==> config.mk <==
export PLATFORM = sky130hd
export DESIGN_NAME = cfg_chain_rx
export DESIGN_NICKNAME = d
export VERILOG_FILES = /design/src/rtl/cfg_chain_pkg.sv /design/src/rtl/cfg_bit_counter.sv /design/src/rtl/cfg_check_acc.sv /design/src/rtl/cfg_ctrl_fsm.sv /design/src/rtl/cfg_chain_rx.sv
export SDC_FILE = /design/constraint.sdc
export NUM_CORES = 1
export LEC_CHECK = 0
export ABC_CLOCK_PERIOD_IN_PS = 1800
export BUFFER_PORTS_ARGS = -buffer_cell sky130_fd_sc_hd__buf_2
export CORE_MARGIN = 2
export CORE_UTILIZATION = 41
export CTS_CLUSTER_DIAMETER = 50
export DETAILED_ROUTE_END_ITERATION = 10
export PLACE_DENSITY_LB_ADDON = 0.3
export SYNTH_ARGS = -nofsm -noshare
export SYNTH_HDL_FRONTEND = slang
export SYNTH_HIERARCHICAL = 1
export SYNTH_SLANG_ARGS = --single-unit
==> constraint.sdc <==
create_clock -name clk -period 1.8 [get_ports clk]
set_input_delay 0.18 -clock clk [delete_from_list [all_inputs] [get_ports clk]]
set_output_delay 0.18 -clock clk [all_outputs]
set_load 0.05 [all_outputs]
==> src/rtl/cfg_chain_pkg.sv <==
package cfg_chain_pkg;
  typedef enum logic [1:0] {
    ST_HOLD  = 2'd0,
    ST_LOAD  = 2'd1,
    ST_DONE  = 2'd2,
    ST_FAULT = 2'd3
  } cfg_state_e;
endpackage

==> src/rtl/cfg_bit_counter.sv <==
module cfg_bit_counter #(
  parameter int WORD_W     = 8,
  parameter int TOTAL_BITS = 32
) (
  input  logic clk,
  input  logic rst_n,
  input  logic shift_en,
  output logic word_end,
  output logic last_bit
);
  localparam int CNT_W = (TOTAL_BITS > 1) ? $clog2(TOTAL_BITS) : 1;
  localparam int POS_W = (WORD_W > 1) ? $clog2(WORD_W) : 1;

  logic [CNT_W-1:0] bit_cnt;
  logic [POS_W-1:0] pos_cnt;

  assign last_bit = (bit_cnt == CNT_W'(TOTAL_BITS - 1));
  assign word_end = (pos_cnt == POS_W'(WORD_W - 1));

  always_ff @(posedge clk or negedge rst_n) begin
    if (!rst_n) begin
      bit_cnt <= '0;
      pos_cnt <= '0;
    end else if (shift_en) begin
      bit_cnt <= last_bit ? '0 : bit_cnt + 1'b1;
      pos_cnt <= word_end ? '0 : pos_cnt + 1'b1;
    end
  end
endmodule

==> src/rtl/cfg_check_acc.sv <==
module cfg_check_acc #(
  parameter int WORD_W = 8
) (
  input  logic clk,
  input  logic rst_n,
  input  logic shift_en,
  input  logic din,
  input  logic word_end,
  output logic sum_zero
);
  logic [WORD_W-1:0] shreg;
  logic [WORD_W-1:0] acc;
  logic [WORD_W-1:0] word_now;
  logic [WORD_W-1:0] acc_next;

  assign word_now = {din, shreg[WORD_W-1:1]};
  assign acc_next = acc ^ word_now;
  assign sum_zero = (acc_next == '0);

  always_ff @(posedge clk or negedge rst_n) begin
    if (!rst_n) begin
      shreg <= '0;
      acc   <= '0;
    end else if (shift_en) begin
      shreg <= word_now;
      if (word_end) acc <= acc_next;
    end
  end
endmodule

==> src/rtl/cfg_ctrl_fsm.sv <==
module cfg_ctrl_fsm
  import cfg_chain_pkg::*;
#(
  parameter int HOLD_CYC = 4
) (
  input  logic       clk,
  input  logic       rst_n,
  input  logic       ce_n,
  input  logic       status_line,
  input  logic       last_bit,
  input  logic       sum_zero,
  output logic       shift_en,
  output cfg_state_e state
);
  localparam int HOLD_W = (HOLD_CYC > 1) ? $clog2(HOLD_CYC) : 1;

  logic [HOLD_W-1:0] hold_cnt;

  assign shift_en = (state == ST_LOAD) && !ce_n && status_line;

  always_ff @(posedge clk or negedge rst_n) begin
    if (!rst_n) begin
      state    <= ST_HOLD;
      hold_cnt <= '0;
    end else begin
      unique case (state)
        ST_HOLD: begin
          if (hold_cnt == HOLD_W'(HOLD_CYC - 1)) state <= ST_LOAD;
          else hold_cnt <= hold_cnt + 1'b1;
        end
        ST_LOAD: begin
          if (shift_en && last_bit) state <= sum_zero ? ST_DONE : ST_FAULT;
        end
        ST_DONE:  state <= ST_DONE;
        ST_FAULT: state <= ST_FAULT;
      endcase
    end
  end
endmodule

==> src/rtl/cfg_chain_rx.sv <==
module cfg_chain_rx
  import cfg_chain_pkg::*;
#(
  parameter int WORD_W        = 8,
  parameter int PAYLOAD_WORDS = 3,
  parameter int HOLD_CYC      = 4
) (
  input  logic clk,
  input  logic cfg_req_n,
  input  logic ce_n,
  input  logic din,
  input  logic status_line,
  input  logic done_line,
  output logic ceo_n,
  output logic status_drive_low,
  output logic done_drive_low,
  output logic user_mode
);
  localparam int TOTAL_BITS = (PAYLOAD_WORDS + 1) * WORD_W;

  cfg_state_e state;
  logic       shift_en;
  logic       word_end;
  logic       last_bit;
  logic       sum_zero;

  cfg_bit_counter #(.WORD_W(WORD_W), .TOTAL_BITS(TOTAL_BITS)) u_cnt (
    .clk      (clk),
    .rst_n    (cfg_req_n),
    .shift_en (shift_en),
    .word_end (word_end),
    .last_bit (last_bit)
  );

  cfg_check_acc #(.WORD_W(WORD_W)) u_acc (
    .clk      (clk),
    .rst_n    (cfg_req_n),
    .shift_en (shift_en),
    .din      (din),
    .word_end (word_end),
    .sum_zero (sum_zero)
  );

  cfg_ctrl_fsm #(.HOLD_CYC(HOLD_CYC)) u_fsm (
    .clk         (clk),
    .rst_n       (cfg_req_n),
    .ce_n        (ce_n),
    .status_line (status_line),
    .last_bit    (last_bit),
    .sum_zero    (sum_zero),
    .shift_en    (shift_en),
    .state       (state)
  );

  assign ceo_n            = (state != ST_DONE);
  assign done_drive_low   = (state != ST_DONE);
  assign status_drive_low = (state == ST_HOLD) || (state == ST_FAULT);
  assign user_mode        = (state == ST_DONE) && done_line;
endmodule

==> results_dict.tcl <==
set metrics [dict create \
    cts_tree "built" \
    maxCapViolCount 0 \
    dieHeight_um 60.15 \
    core_mm2 0.003028 \
    postLayoutCoreUtil 0.4698 \
    netlist_instances 101 \
    grt_antenna_before_repair 0 \
    drive_gt1_frac 0.2743 \
    cp_slowest_cell "dfrtp_1" \
    antenna_cells 0 \
    fin_skew_ps 10.02 \
    timing.final.crit_share 0.8782 \
    cp_slowest_stage_delay_ps 510 \
    ctsResizeCount 0 \
    drt-pass1-iter-count 4 \
    setup_tns_ps 0 \
    hold_class "input pin to register" \
    fin_crit_ps 1581 \
    async_flop_share 1.000 \
    wl_um 1895 \
    worstSetupPathType "register to output pin" \
    synth_area_mm2 0.001292 \
    cp_max_fo 6 \
    vias 731 \
    fmax_mhz 632.6 \
    drc 0 \
    num-nets-final 126 \
    place.gp.congestion 0.7069 \
    rsz0062_at_grt "false" \
    layout_common_cells "27 x dfrtp_1, 16 x xnor2_1, 11 x mux2_2" \
    worst_ep_arrival_time_ps 1400 \
    grt_max_degree 28 \
    cp.buffers_inverters 1 \
    worst_pin_slew_ps 594.7 \
    hold_buffers 1 \
    syn_nets 113 \
    synth-main-ff-cell "dfrtp_1" \
    yosys.cell_types.count 27 \
    power.leakage_nw 0.6113 \
    yosys_warnings 6 \
    outcome "finished clean" \
    critPathTopFamily "flip-flops" \
    portBuffers 9 \
    routed_via_density 4.656 \
    cp.required_ps 1620 \
    path_cells "ha_1 -> and2_1 -> buf_2" \
    die-area_mm2 0.003617 \
    rows 20 \
    clockRootBuffer "clkbuf_4" \
    numCtsBuffers 3 \
    rr_worst_depth 5 \
    relSlewSlack 0.6035 \
    clk_path_buf_depth 2 \
    yosys_register_bits 27 \
    cts_sinks 27 \
    die_w_um 60.15 \
    start_kind "register" \
    crit_path_end_kind "output pin" \
    gr-total-overflow 0 \
    r2r_setup_slack_ps 220 \
    postRouteAntennaNets 0 \
    vdd_ir_drop_max_v 0.0003726 \
    ios 10 \
    grt_pass1_wl_um 3284 \
    finalMaxSlewViolations 0 \
    setup_violations 0 \
    dr.first_iter.drc_count 30 \
    synth-seq-area-share 0.5227 \
    grt_usage 0.1271 \
    cp.depth 3 \
    clkTransAtPathRegs_ps 160 \
    wl_per_cell_um 12.07 \
    layout_commonest_cell "dfrtp_1" \
    hold_depth 3 \
    synth.avg_cell_area_um2 12.80 \
    post_cts_buffers 0 \
    insertion_delay_ps 330 \
    hold_viol_final 0 \
    h-tree-depth 1 \
    cellPowerDensity_mw_per_mm2 1262 \
    hpwl_um 1406 \
    synth_edf_count 0 \
    grt_pass1_vias 739 \
    areaGrowthSynthToFinish_pct 10.07 \
    start_util 0.4269 \
]
==> final cells by class <==
type / instances / area, um2
inverters: 3 / 11.26
well taps: 44 / 55.05
clock inverters: 1 / 8.758
multi-input cells: 67 / 579.3
clock buffers: 3 / 22.52
repair buffers: 12 / 70.07
fillers: 270 / 1605
flip-flops and latches: 27 / 675.6
==> flip-flops by register name, indices dropped and copies added (netlist names) <==
signal and cells:
u_acc/acc 8, u_acc/shreg 7, u_cnt/bit_cnt 5, u_cnt/pos_cnt 3, u_fsm/hold_cnt 2, u_fsm/state 2
==> cell families (layout without fill, tap and decap cells) <==
| group | Yosys count | count (layout) | share of synthesized area |
|---|---|---|---|
| DFF | 27 | 27 | 0.5228 |
| muxes | 14 | 14 | 0.1239 |
| xor gates and xnor gates | 17 | 17 | 0.1152 |
| and+or+nand+nor | 25 | 25 | 0.1133 |
| buffers and inverters | 7 | 19 | 0.04066 |
| adders and majority gates | 6 | 6 | 0.05808 |
| AOI/OAI and AO/OA | 5 | 5 | 0.02614 |
==> tightest hold or removal path, stage by stage <==
cell and delay [ps]:
buf_2 120, nand2_1 70, xnor2_1 60
==> per-layer routing <==
layer	part of all wire	track usage
met3	0.037	0.05844
met5	0	0
met4	0.011	0.03810
met1	0.51	0.1694
met2	0.44	0.1848
==> path summary, 6_finish.rpt <==
kind                                                       to                     startpoint
worst min register to register  u_fsm/hold_cnt[0]$_DFFE_PN0P_  u_fsm/hold_cnt[0]$_DFFE_PN0P_
worst max-delay path                                user_mode     u_fsm/state[1]$_DFFE_PN0P_
worst max register to register     u_fsm/state[0]$_DFFE_PN0P_   u_cnt/bit_cnt[0]$_DFFE_PN0P_
worst min-delay path                 u_acc/acc[7]$_DFFE_PN0P_                            din
min in group asynchronous            u_acc/acc[1]$_DFFE_PN0P_                      cfg_req_n
max in group asynchronous            u_acc/acc[4]$_DFFE_PN0P_                      cfg_req_n
==> cell usage after synthesis, types with 2 or more instances <==
library cell	count	area, um2
dfrtp_1	27	675.7
xnor2_1	16	140.1
mux2_2	11	123.9
nand2_1	9	33.78
ha_1	6	75.07
buf_6	3	33.78
inv_1	3	11.26
nor2_1	3	11.26
and3_1	2	12.51
nand2b_1	2	12.51
nand4_1	2	12.51
o21ai_1	2	10.01
==> report_power, final <==
part | switching [mW] | internal, mW | total (mW)
clock network | 0.186 | 0.0906 | 0.277
registers | 0.194 | 0.820 | 1.01
logic | 0.182 | 0.323 | 0.505
total | 0.562 | 1.23 | 1.80
==> through the flow <==
step	cell area, um2	setup WS [ps]	hold WS (ps)	std cells	power [mW]
after floorplan	1292	203.0	-115.6	101	1.416
after global placement	1381	320.0	218.1	152	1.503
after detailed placement	1381	237.3	224.7	152	1.538
after CTS	1423	196.5	99.82	157	1.823
after global routing	1423	99.88	96.05	157	1.938
final	1423	219.3	115.8	157	1.795
Power figures use the tool's default switching activity.
